$ cat src/rtl/dpy_regs_pkg.sv
// Shared constants and offset decoding for the display controller register block.
// Assumes a 12-bit byte offset space and 32-bit words.
package dpy_regs_pkg;
    localparam int ADDR_W = 12;
    localparam int DW     = 32;
    localparam int IRQ_W  = 4;
    localparam int NSLOT  = 18;
    localparam int SLOT_W = $clog2(NSLOT);

    localparam int IRQ_DMA_END  = 0;
    localparam int IRQ_RSV      = 1;
    localparam int IRQ_VSYNC    = 2;
    localparam int IRQ_UNDERRUN = 3;

    localparam logic [DW-1:0] ID_VALUE    = 32'h0001_0200;
    localparam logic [DW-1:0] BUSOPT_RST  = 32'h0000_0410;
    localparam int            BUSOPT_SLOT = 4;

    typedef enum logic [2:0] {
        K_NONE, K_ID, K_RAW, K_CLR, K_MASK, K_STAT, K_CMD, K_CFG
    } acc_kind_e;

    // Classify a byte offset.
    function automatic acc_kind_e kind_of(input logic [ADDR_W-1:0] a);
        case (a)
            12'h000: return K_ID;
            12'h010: return K_RAW;
            12'h014: return K_CLR;
            12'h018: return K_MASK;
            12'h01C: return K_STAT;
            12'h230: return K_CMD;
            12'h100, 12'h104, 12'h108, 12'h10C, 12'h110,
            12'h200, 12'h204, 12'h208, 12'h20C,
            12'h210, 12'h214, 12'h218, 12'h21C, 12'h220,
            12'h240, 12'h244, 12'h248, 12'h24C: return K_CFG;
            default: return K_NONE;
        endcase
    endfunction

    // Configuration slot of a byte offset (meaningful only for K_CFG).
    function automatic logic [SLOT_W-1:0] slot_of(input logic [ADDR_W-1:0] a);
        logic [SLOT_W-1:0] s;
        if (a[11:8] == 4'h1)        s = SLOT_W'(a[4:2]);
        else if (a[7:4] == 4'h4)    s = SLOT_W'(14 + a[3:2]);
        else                        s = SLOT_W'(5 + a[5:2]);
        return s;
    endfunction

    // Reset value of a configuration slot.
    function automatic logic [DW-1:0] slot_rst(input int s);
        return (s == BUSOPT_SLOT) ? BUSOPT_RST : '0;
    endfunction
endpackage

$ cat src/rtl/dpy_cfg_file.sv
// Configuration word store: NSLOT plain read/write words, one write port,
// one combinational read port, all words exposed on a flat bus.
// Assumes the caller has already qualified the write enable.
module dpy_cfg_file
    import dpy_regs_pkg::*;
(
    input  logic                  clk,
    input  logic                  rst_n,
    input  logic                  we,
    input  logic [SLOT_W-1:0]     wslot,
    input  logic [DW-1:0]         wdata,
    input  logic [SLOT_W-1:0]     rslot,
    output logic [DW-1:0]         rdata,
    output logic [NSLOT*DW-1:0]   cfg_flat
);
    logic [DW-1:0] q [NSLOT];

    for (genvar i = 0; i < NSLOT; i++) begin : g_slot
        // Hold one configuration word; load on a matching write.
        always_ff @(posedge clk) begin
            if (!rst_n)                               q[i] <= slot_rst(i);
            else if (we && wslot == SLOT_W'(i))       q[i] <= wdata;
        end
        assign cfg_flat[i*DW +: DW] = q[i];


        slot_hold_chk: assert property (@(posedge clk) disable iff (!rst_n)
            !$past(we && wslot == SLOT_W'(i)) |-> $stable(q[i]));
    end

    // Read port: select the addressed slot.
    always_comb begin
        rdata = '0;
        for (int k = 0; k < NSLOT; k++)
            if (rslot == SLOT_W'(k)) rdata = q[k];
    end
endmodule

$ cat src/rtl/dpy_irq_ctrl.sv
// Interrupt state: raw status (software set/clear plus hardware strobes),
// mask, masked status and the level interrupt line.
// Assumes set and clear writes never occur in the same cycle.
module dpy_irq_ctrl
    import dpy_regs_pkg::*;
(
    input  logic             clk,
    input  logic             rst_n,
    input  logic             set_we,
    input  logic             clr_we,
    input  logic             mask_we,
    input  logic [IRQ_W-1:0] wbits,
    input  logic [IRQ_W-1:0] hw_evt,
    output logic [IRQ_W-1:0] raw,
    output logic [IRQ_W-1:0] mask,
    output logic [IRQ_W-1:0] stat,
    output logic             irq_o
);
    logic [IRQ_W-1:0] set_bits, clr_bits;

    // Software set/clear vectors for this cycle.
    always_comb begin
        set_bits = set_we ? wbits : '0;
        clr_bits = clr_we ? wbits : '0;
    end

    // Raw status update; hardware strobes win over a same-cycle clear.
    always_ff @(posedge clk) begin
        if (!rst_n) raw <= '0;
        else        raw <= ((raw | set_bits) & ~clr_bits) | hw_evt;
    end

    // Mask register.
    always_ff @(posedge clk) begin
        if (!rst_n)       mask <= '0;
        else if (mask_we) mask <= wbits;
    end

    assign stat  = raw & mask;
    assign irq_o = |stat;


    raw_set_chk: assert property (@(posedge clk) disable iff (!rst_n)
        $past(set_we) |-> ((raw & $past(wbits)) == $past(wbits)));

    raw_clr_chk: assert property (@(posedge clk) disable iff (!rst_n)
        $past(clr_we) |-> ((raw & $past(wbits) & ~$past(hw_evt)) == '0));

    hw_evt_chk: assert property (@(posedge clk) disable iff (!rst_n)
        $past(|hw_evt) |-> ((raw & $past(hw_evt)) == $past(hw_evt)));

    irq_rise_chk: assert property (@(posedge clk) disable iff (!rst_n)
        $rose(irq_o) |-> $past(set_we || mask_we || (|hw_evt)));
endmodule

$ cat src/rtl/dpy_cmd_reg.sv
// Command word with enable in bit 0; emits one-cycle start/stop pulses
// only when a write changes the enable bit.
// Assumes the write enable is already qualified.
module dpy_cmd_reg
    import dpy_regs_pkg::*;
(
    input  logic          clk,
    input  logic          rst_n,
    input  logic          we,
    input  logic [DW-1:0] wdata,
    output logic [DW-1:0] cmd,
    output logic          start_pulse,
    output logic          stop_pulse
);
    // Store the command word and derive the edge pulses.
    always_ff @(posedge clk) begin
        if (!rst_n) begin
            cmd         <= '0;
            start_pulse <= 1'b0;
            stop_pulse  <= 1'b0;
        end else begin
            start_pulse <= we &&  wdata[0] && !cmd[0];
            stop_pulse  <= we && !wdata[0] &&  cmd[0];
            if (we) cmd <= wdata;
        end
    end


    start_edge_chk: assert property (@(posedge clk) disable iff (!rst_n)
        start_pulse |-> (cmd[0] && !$past(cmd[0])));

    stop_edge_chk: assert property (@(posedge clk) disable iff (!rst_n)
        stop_pulse |-> (!cmd[0] && $past(cmd[0])));

    pulse_excl_chk: assert property (@(posedge clk) disable iff (!rst_n)
        !(start_pulse && stop_pulse));
endmodule

$ cat src/rtl/dpy_ctrl_regs.sv
// Top of the display controller register and interrupt block. Decodes the
// request port, routes writes to the configuration store, the interrupt
// state and the command word, and returns a registered response.
// Assumes at most one request per cycle; no back-pressure.
module dpy_ctrl_regs
    import dpy_regs_pkg::*;
(
    input  logic                 clk,
    input  logic                 rst_n,
    input  logic                 req_valid,
    input  logic                 req_write,
    input  logic [ADDR_W-1:0]    req_addr,
    input  logic [2:0]           req_bytes,
    input  logic [DW-1:0]        req_wdata,
    output logic                 rsp_valid,
    output logic [DW-1:0]        rsp_rdata,
    output logic                 rsp_err,
    input  logic                 evt_dma_end,
    input  logic                 evt_vsync,
    input  logic                 evt_underrun,
    output logic                 irq_o,
    output logic                 ctrl_on,
    output logic                 start_pulse,
    output logic                 stop_pulse,
    output logic [NSLOT*DW-1:0]  cfg_flat
);
    acc_kind_e         kind;
    logic [SLOT_W-1:0] slot;
    logic              bad, wr_ok;
    logic [DW-1:0]     cfg_rd, cmd, rd_mux;
    logic [IRQ_W-1:0]  raw, mask, stat, hw_evt;

    // Request classification and legality.
    always_comb begin
        kind  = kind_of(req_addr);
        slot  = slot_of(req_addr);
        bad   = (req_bytes != 3'd4) || (kind == K_NONE)
             || ( req_write && (kind == K_ID || kind == K_STAT))
             || (!req_write && kind == K_CLR);
        wr_ok = req_valid && req_write && !bad;
    end

    // Hardware event strobes placed on their raw status bits.
    always_comb begin
        hw_evt               = '0;
        hw_evt[IRQ_DMA_END]  = evt_dma_end;
        hw_evt[IRQ_VSYNC]    = evt_vsync;
        hw_evt[IRQ_UNDERRUN] = evt_underrun;
    end

    dpy_cfg_file i_cfg (
        .clk      (clk),
        .rst_n    (rst_n),
        .we       (wr_ok && kind == K_CFG),
        .wslot    (slot),
        .wdata    (req_wdata),
        .rslot    (slot),
        .rdata    (cfg_rd),
        .cfg_flat (cfg_flat)
    );

    dpy_irq_ctrl i_irq (
        .clk     (clk),
        .rst_n   (rst_n),
        .set_we  (wr_ok && kind == K_RAW),
        .clr_we  (wr_ok && kind == K_CLR),
        .mask_we (wr_ok && kind == K_MASK),
        .wbits   (req_wdata[IRQ_W-1:0]),
        .hw_evt  (hw_evt),
        .raw     (raw),
        .mask    (mask),
        .stat    (stat),
        .irq_o   (irq_o)
    );

    dpy_cmd_reg i_cmd (
        .clk         (clk),
        .rst_n       (rst_n),
        .we          (wr_ok && kind == K_CMD),
        .wdata       (req_wdata),
        .cmd         (cmd),
        .start_pulse (start_pulse),
        .stop_pulse  (stop_pulse)
    );

    assign ctrl_on = cmd[0];

    // Read data selection by register kind.
    always_comb begin
        case (kind)
            K_ID:    rd_mux = ID_VALUE;
            K_RAW:   rd_mux = DW'(raw);
            K_MASK:  rd_mux = DW'(mask);
            K_STAT:  rd_mux = DW'(stat);
            K_CMD:   rd_mux = cmd;
            K_CFG:   rd_mux = cfg_rd;
            default: rd_mux = '0;
        endcase
    end

    // Registered response.
    always_ff @(posedge clk) begin
        if (!rst_n) begin
            rsp_valid <= 1'b0;
            rsp_err   <= 1'b0;
            rsp_rdata <= '0;
        end else begin
            rsp_valid <= req_valid;
            rsp_err   <= req_valid && bad;
            rsp_rdata <= (req_valid && !req_write && !bad) ? rd_mux : '0;
        end
    end


    size_err_chk: assert property (@(posedge clk) disable iff (!rst_n)
        $past(req_valid && req_bytes != 3'd4) |-> rsp_err);

    err_zero_chk: assert property (@(posedge clk) disable iff (!rst_n)
        rsp_err |-> (rsp_valid && rsp_rdata == '0));

    rsp_once_chk: assert property (@(posedge clk) disable iff (!rst_n)
        rsp_valid |-> $past(req_valid));

    id_const_chk: assert property (@(posedge clk) disable iff (!rst_n)
        $past(req_valid && !req_write && req_addr == '0 && req_bytes == 3'd4)
        |-> (rsp_rdata == ID_VALUE));
endmodule

$ cat config.mk
export PLATFORM = sky130hd
export DESIGN_NAME = dpy_ctrl_regs
export DESIGN_NICKNAME = d
export VERILOG_FILES = /design/src/rtl/dpy_regs_pkg.sv /design/src/rtl/dpy_cfg_file.sv /design/src/rtl/dpy_irq_ctrl.sv /design/src/rtl/dpy_cmd_reg.sv /design/src/rtl/dpy_ctrl_regs.sv
export SDC_FILE = /design/constraint.sdc
export NUM_CORES = 1
export LEC_CHECK = 0
export BUFFER_PORTS_ARGS = -buffer_cell sky130_fd_sc_hd__buf_4
export CAP_MARGIN = 0
export CORE_ASPECT_RATIO = 0.9
export CORE_UTILIZATION = 45
export CTS_CLUSTER_DIAMETER = 150
export DETAILED_ROUTE_END_ITERATION = 7
export PLACE_DENSITY = 0.78
export SETUP_SLACK_MARGIN = 0.1
export SYNTH_ARGS = -nofsm -noshare
export SYNTH_HDL_FRONTEND = slang
export SYNTH_HIERARCHICAL = 1
export SYNTH_SLANG_ARGS = --single-unit
$ cat constraint.sdc
create_clock -name clk -period 5.4 [get_ports clk]
set_clock_uncertainty 0.2 [all_clocks]
set_input_delay 0.27 -clock clk [delete_from_list [all_inputs] [get_ports clk]]
set_output_delay 0.27 -clock clk [all_outputs]
set_load 0.05 [all_outputs]
==> results of run 1 <==
## Yosys cell counts (11+ instances only)
cell type,n,area share [%]
o21a_1,14,0.34
o221ai_1,18,0.51
nor2_1,97,1.2
nor3_1,31,0.51
a21oi_1,126,2.1
clkbuf_1,107,1.3
edfxtp_1,576,56
buf_2,54,0.88
o21ai_0,128,2.1
a211oi_1,11,0.27
a31oi_1,16,0.33
buf_4,23,0.56
o22ai_1,62,1.3
and2_1,585,12
nor2b_1,53,1.1
nand2b_1,13,0.27
mux2i_1,69,2.3
a21o_1,23,0.56
a222oi_1,16,0.52
a22oi_1,44,1.1
nand3_1,28,0.46
o211ai_1,16,0.39
a221oi_1,15,0.43
dfxtp_1,76,5.0
nand2_1,138,1.7
## flip-flops by register name (all words and copies together) (netlist names)
register,flops
i_cfg/q,576
i_cmd/cmd,32
i_cmd/start_pulse,1
i_cmd/stop_pulse,1
i_irq/mask,4
i_irq/raw,4
rsp_err,1
rsp_rdata,32
rsp_valid,1
## metal layers
metal / vias up / wire (um) / track usage [%]
met4: 4 / 9940 / 22.6
met3: 485 / 20700 / 13.1
met5: - / 23 / 0
met1: 13297 / 51300 / 52.0
li1: 10773 / - / -
met2: 2522 / 64500 / 62.6
## kinds of logic after synthesis
logic type | count (synthesis)
XOR/XNOR | 1
AND/OR/NAND/NOR | 1043
buffers and inverters | 208
flip-flops | 652
other | 1
adder cells (fa/ha/maj) | 4
multiplexers | 79
AO/OA/AOI/OAI | 576
## per-stage QoR
| step | setup WS [ns] | total power [mW] | std cells | utilization (%) |
|---|---|---|---|---|
| after floorplan | 0.0793 | 7.43 | 2565 | - |
| after detailed placement | 0.793 | 8.55 | 4022 | 55.0 |
| after global routing | 1.19 | 13.5 | 4188 | 58.9 |
| after CTS | 1.43 | 13.3 | 4188 | 58.9 |
| after global placement | 0.879 | 8.53 | 4022 | 55.0 |
| final | 1.24 | 13.3 | 4188 | 58.9 |
## worst max-delay path by stage
| stage | from | end | slack, ns | cells after the start |
|---|---|---|---|---|
| after global placement | req_addr[9] | rsp_rdata[0] | 0.88 | 14 |
| after CTS | req_addr[9] | rsp_rdata[0] | 1.43 | 14 |
| after floorplan | req_addr[1] | i_cfg/q[5][0] | 0.08 | 12 |
| final | req_addr[9] | rsp_rdata[22] | 1.24 | 14 |
| after global routing | req_addr[7] | rsp_rdata[30] | 1.19 | 13 |
| after detailed placement | req_addr[9] | rsp_rdata[0] | 0.79 | 14 |
## cell type report
class	instances	share of cell area (%)
sequential	652	47.5
clock inverter	31	0.941
clock buffer	92	4.66
tap	874	2.76
timing repair buffer	824	16.1
inverter	10	0.0947
multi-input combinational	1705	28.0
## worst reg2reg max path: cells and delay by family (launching register included)
family             cells  cell delay, ns
DFF                    1            0.47
AOI/OAI and AO/OA      6            1.04
and+or+nand+nor        2            0.94
## cells in the final DEF (no fill, tap or decap), types with 44 or more instances in the layout
cell type and instances:
dfxtp_1 76, mux2i_1 69, a21oi_1 125, edfxtp_1 576
a22oi_1 44, nor2b_1 52, clkbuf_16 70, buf_4 775
nand2_1 137, and2_1 585, o21ai_0 110, o22ai_1 62
nor2_1 82
## power by group through the flow
stage	logic [mW]	registers (mW)	clock network (mW)
global route	2.62	5.96	4.97
floorplan	0.687	6.75	0
finish	2.58	5.96	4.79
CTS	2.53	5.94	4.78
global placement	2.49	6.05	0
detailed placement	2.50	6.04	0
==> summary.txt, run 1 <==
Finish
  – Diodes inserted: 0
  – Area of the multi-input gates: 11,100 um2
  – FILL cells: 5,517
  – Nets: 3,321
  – FF+latch area: 18,800 um2
  – Layout area overhead: 29.3%
  – Layout cells sized above 1: 29.9%
  – Fin area: 39,600 um2

Synthesis
  – Warnings, synthesis: 6
  – Main combinational cell family by area after synthesis: simple AND/OR/NAND/NOR gates
  – Sequential area share after synthesis: 61.4%
  – Avg Inst Size Synth: 12.0 um2
  – Post-synth top flop: edfxtp_1
  – Async S/R FF share, synth: 0%
  – Synth Area in Simple Gates: 19.8%
  – Adder-cell share of the synthesized area: 0.163%
  – Synth Instances: 2,564
  – Synth Area in XOR/XNOR: 0.0286%
  – Mux share of post-synthesis cell area: 2.66%
  – Yosys reg bits: 652
  – Post-synth EDFFs: 576
  – Cell Area, Synth: 30,600 um2
  – Cell variety after synth: 105
  – Synth Area in Compound Gates: 12.5%

Placement
  – IO Port Bufs: 667
  – DPL Wire Length: 106,000 um
  – Cell area after placement: 37,000 um2
  – RePlAce Congestion: 1.04

Die
  – I/O pin count: 668
  – Initial Util: 45.6%
  – Core area: 67,200 um2
  – Row cnt: 90
  – Die height: 250 um
  – Die ar.: 69,200 um2
  – Die width: 277 um

Clocking
  – Clock Sinks: 652
  – Post-CTS Hold Buffers: 43
  – Deepest clock path buffer count: 3
  – Clock-pin slew on the worst setup and hold paths: 0.06 ns
  – Post-CTS Setup Bufs: 0
  – H-tree levels: 3
  – Clock root buffer: clkbuf_16
  – Clock buffer count from CTS: 70
  – # resized after CTS: 0
  – CTS tree: done
  – Clock insertion delay at the later pin of the skew report: 0.63 ns

Min path
  – HP Start: rst_n
  – Hold path depth: 2
  – Hold Path End: i_irq/raw[1]
  – Worst Hold Class: input pin to flop

Timing
  – Worst-Margin Slew: 1.13 ns
  – Final min period: 4.16 ns
  – Slew headroom: 24.6%
  – Final setup vio count: 0
  – Hold slack: 0.0678 ns
  – Fmax: 241 MHz
  – Final Cycle Share: 77.0%
  – Final Hold Viols: 0
  – Max Slew Vio Count: 0
  – Setup TNS: 0 ns
  – RSZ-0062 raised after global routing: no

GRT
  – First-pass GRT wire length: 199,000 um
  – Pin count of the biggest net entering global routing: 47
  – GRT Overall Usage: 41.1%
  – Total grt overflow: 0
  – Vias in the first global route: 25,284
  – Initial antenna violation count: 6

Power and ir drop
  – VDD IR-drop max: 0.258 mV
  – P_sw: 4.23 mW
  – Combinational group share of total power: 19.4%
  – PwrDens: 337 nW/um2
  – Sequential power share: 44.7%
  – Internal Power: 9.10 mW
  – Pleak: 15.1 nW
  – Switching fraction of total power: 31.7%
  – Clock group share of total power: 35.9%

Worst setup path
  – Peak per-stage delay on the critical path: 0.74 ns
  – CP Class: input pin to flop
  – Worst r2r src: i_cfg/q[8][15]
  – FF-to-FF path depth: 8
  – CP max-delay cell: a311oi_1
  – Family with the most delay on the worst path: simple AND/OR/NAND/NOR gates
  – CP Buf/Inv Count: 3
  – Crit Path Max Fanout: 10
  – CP cell instances: buf_4 > nand2b_1 > nor3_1 > buf_4 > nor2_1 > xnor2_2 > buf_4 > or3b_4 > nor2_4 > nor3_1 > a311oi_1 > o221a_1 > o21ai_0 > a21oi_1
  – Crit path capture type: flop
  – Crit path required time: 5.74 ns
  – RR Endpoint: rsp_rdata[15]
  – Critical Path AT: 4.50 ns
  – Reg2Reg Setup Slack: 2.62 ns
  – Crit path top cell by count: buf_4
  – Startpoint Class: input pin

Detailed routing
  – Wirelength, routed: 146,000 um
  – Wire length per cell: 35.0 um
  – 1st-pass router iterations: 6
  – Vias post-DR: 27,081
  – Initial drt markers: 4,531
  – Post-DRT Antenna Nets: 0
  – Via density: 6.47
  – Drc violations: 0

Job
  – Max-Cap Viols: 0

Outcome
  – Status: complete, no violations
Power figures use the tool's default switching activity.
==> run 2: changes to the inputs <==
- clock period: 5.4 -> 3.4 ns (I/O delays scaled with it)
==> summary.txt, run 2 (synthesis gave the netlist of run 1 again) <==
Outcome
  – Status: complete, no violations

Power and ir drop
  – Pleak: 17.0 nW
  – VDD IR-drop max: 0.389 mV
  – PwrDens: 509 nW/um2

GRT
  – Initial antenna violation count: 1
  – Total grt overflow: 0
  – Pin count of the biggest net entering global routing: 50
  – First-pass GRT wire length: 209,000 um
  – GRT Overall Usage: 43.3%
  – Vias in the first global route: 26,970

Timing
  – Worst setup margin: 0.143 ns
  – RSZ-0062 raised after global routing: yes
  – Worst-Margin Slew: 0.671 ns
  – Final Hold Viols: 0
  – Final min period: 3.26 ns
  – Final setup vio count: 0
  – Slew headroom: 55.2%
  – Final Cycle Share: 95.8%
  – Fmax: 307 MHz
  – Max Slew Vio Count: 0

Clocking
  – Clock root buffer: clkbuf_16
  – Clock buffer count from CTS: 69
  – CTS tree: done
  – Deepest clock path buffer count: 3
  – H-tree levels: 3
  – Clock-pin slew on the worst setup and hold paths: 0.06 ns
  – Clock Sinks: 652
  – Clock insertion delay at the later pin of the skew report: 0.63 ns

Worst setup path
  – Critical Path AT: 3.61 ns
  – Startpoint Class: input pin
  – CP Class: input pin to flop
  – Crit path required time: 3.76 ns
  – Crit Path Max Fanout: 19
  – Crit path capture type: flop

Detailed routing
  – Wirelength, routed: 154,000 um
  – Wire length per cell: 34.1 um
  – 1st-pass router iterations: 6
  – Via density: 6.29
  – Vias post-DR: 28,394
  – Post-DRT Antenna Nets: 0
  – Initial drt markers: 4,220
  – Drc violations: 0

Placement
  – RePlAce Congestion: 1.05
  – Pre-CTS WS: -0.757 ns
  – Cell area after placement: 40,300 um2
  – DPL Wire Length: 115,000 um
  – IO Port Bufs: 667

Die
  – Core area: 67,200 um2
  – Die width: 277 um
  – Die height: 250 um
  – Initial Util: 45.6%
  – I/O pin count: 668
  – Row cnt: 90
  – Die ar.: 69,200 um2

Finish
  – Layout area overhead: 40.7%
  – Layout cells sized above 1: 36.6%
  – Commonest cells after routing, fill and taps aside: buf_4, and2_1, edfxtp_1
  – Fin area: 43,100 um2
  – Most common cell after layout, fill and taps aside: buf_4
  – Nets: 3,640
  – Max FFs per register: 576
  – Largest Register: i_cfg/q
  – FILL cells: 5,259
  – Biggest regs: i_cfg/q x576, i_cmd/cmd x32, rsp_rdata x32

Job
  – Max-Cap Viols: 0

Min path
  – Worst Hold Class: input pin to flop
==> run 2: cell types whose count changed in the layout (fill, tap and decap cells not counted), moves of 3 or more <==
cell / before / now
clkbuf_16: 70 / 73
buf_4: 775 / 1020
a21oi_2: 2 / 5
clkinv_1: 7 / 10
buf_12: 6 / 79
a21oi_1: 125 / 122
clkbuf_1: 21 / 14
nor3_1: 31 / 28
clkinv_8: 5 / 1
==> run 2: worst paths after layout <==
kind / startpoint / to / slack [ns] / depth (start not counted)
worst max register to register: i_cfg/q[1][15] / rsp_rdata[15] / 0.79 / 9
worst min-delay path: rst_n / rsp_rdata[1] / 0.04 / 4
worst max-delay path: req_addr[7] / rsp_rdata[3] / 0.14 / 16
worst min register to register: i_cmd/cmd[7] / rsp_rdata[7] / 0.26 / 2
==> run 2: timing repair <==
action | CTS | global route
pin swaps | 1 | 1
hold buffers | 44 | 0
resized for setup | 1 | 10
setup buffers | 4 | 1
endpoints found under the setup margin | 1 | 6
cloned | 0 | 1
hold endpoints to repair | 651 | 0
==> run 2: through the flow <==
step	power (mW)	hold slack, ns	utilization (%)	setup TNS, ns	cells
2_1_floorplan	11.8	0.0395	-	-11.20	2565
3_3_place_gp	14.2	0.240	59.9	-6.06	4335
3_5_place_dp	14.2	0.245	59.9	-6.54	4335
4_1_cts	21.8	0.0105	64.0	0	4508
5_1_grt	22.3	0.0350	64.1	0	4510
6_report	22.0	0.0381	64.1	0	4512
==> run 2: worst max-delay path: stages <==
cell	delay, ns
buf_4	0.12
or4b_4	0.53
nor3_1	0.20
a221o_4	0.24
buf_12	0.19
nor2b_1	0.24
buf_4	0.24
nand2_1	0.18
o22ai_1	0.22
a21oi_1	0.06
a21oi_1	0.29
buf_4	0.17
o21a_1	0.24
o21ai_0	0.14
a31o_2	0.25
a21oi_1	0.11
==> run 2: routing by layer <==
metal	routed length, um	global-route usage [%]	vias to the layer above
li1	-	-	11438
met1	55300	56.0	13977
met2	69300	67.1	2503
met3	19200	10.3	476
met4	10100	23.9	0
met5	0	0	-
==> run 2: layout make-up <==
| class | count | area, um2 | area share (%) |
|---|---|---|---|
| Sequential cell | 652 | 18800 | 43.7 |
| Multi-Input combinational cell | 1706 | 11200 | 26.0 |
| Timing Repair Buffer | 1143 | 9680 | 22.5 |
| Clock buffer | 89 | 1910 | 4.42 |
| Tap cell | 874 | 1090 | 2.54 |
| Clock inverter | 36 | 364 | 0.845 |
| Inverter | 10 | 37.5 | 0.0871 |
| Antenna cell | 2 | 5.00 | 0.0116 |
==> run 2: power breakdown <==
part | total [mW] | internal [mW] | switching (mW)
Combinational | 4.73 | 1.56 | 3.17
Clock | 7.74 | 4.45 | 3.29
Sequential | 9.50 | 9.06 | 0.433
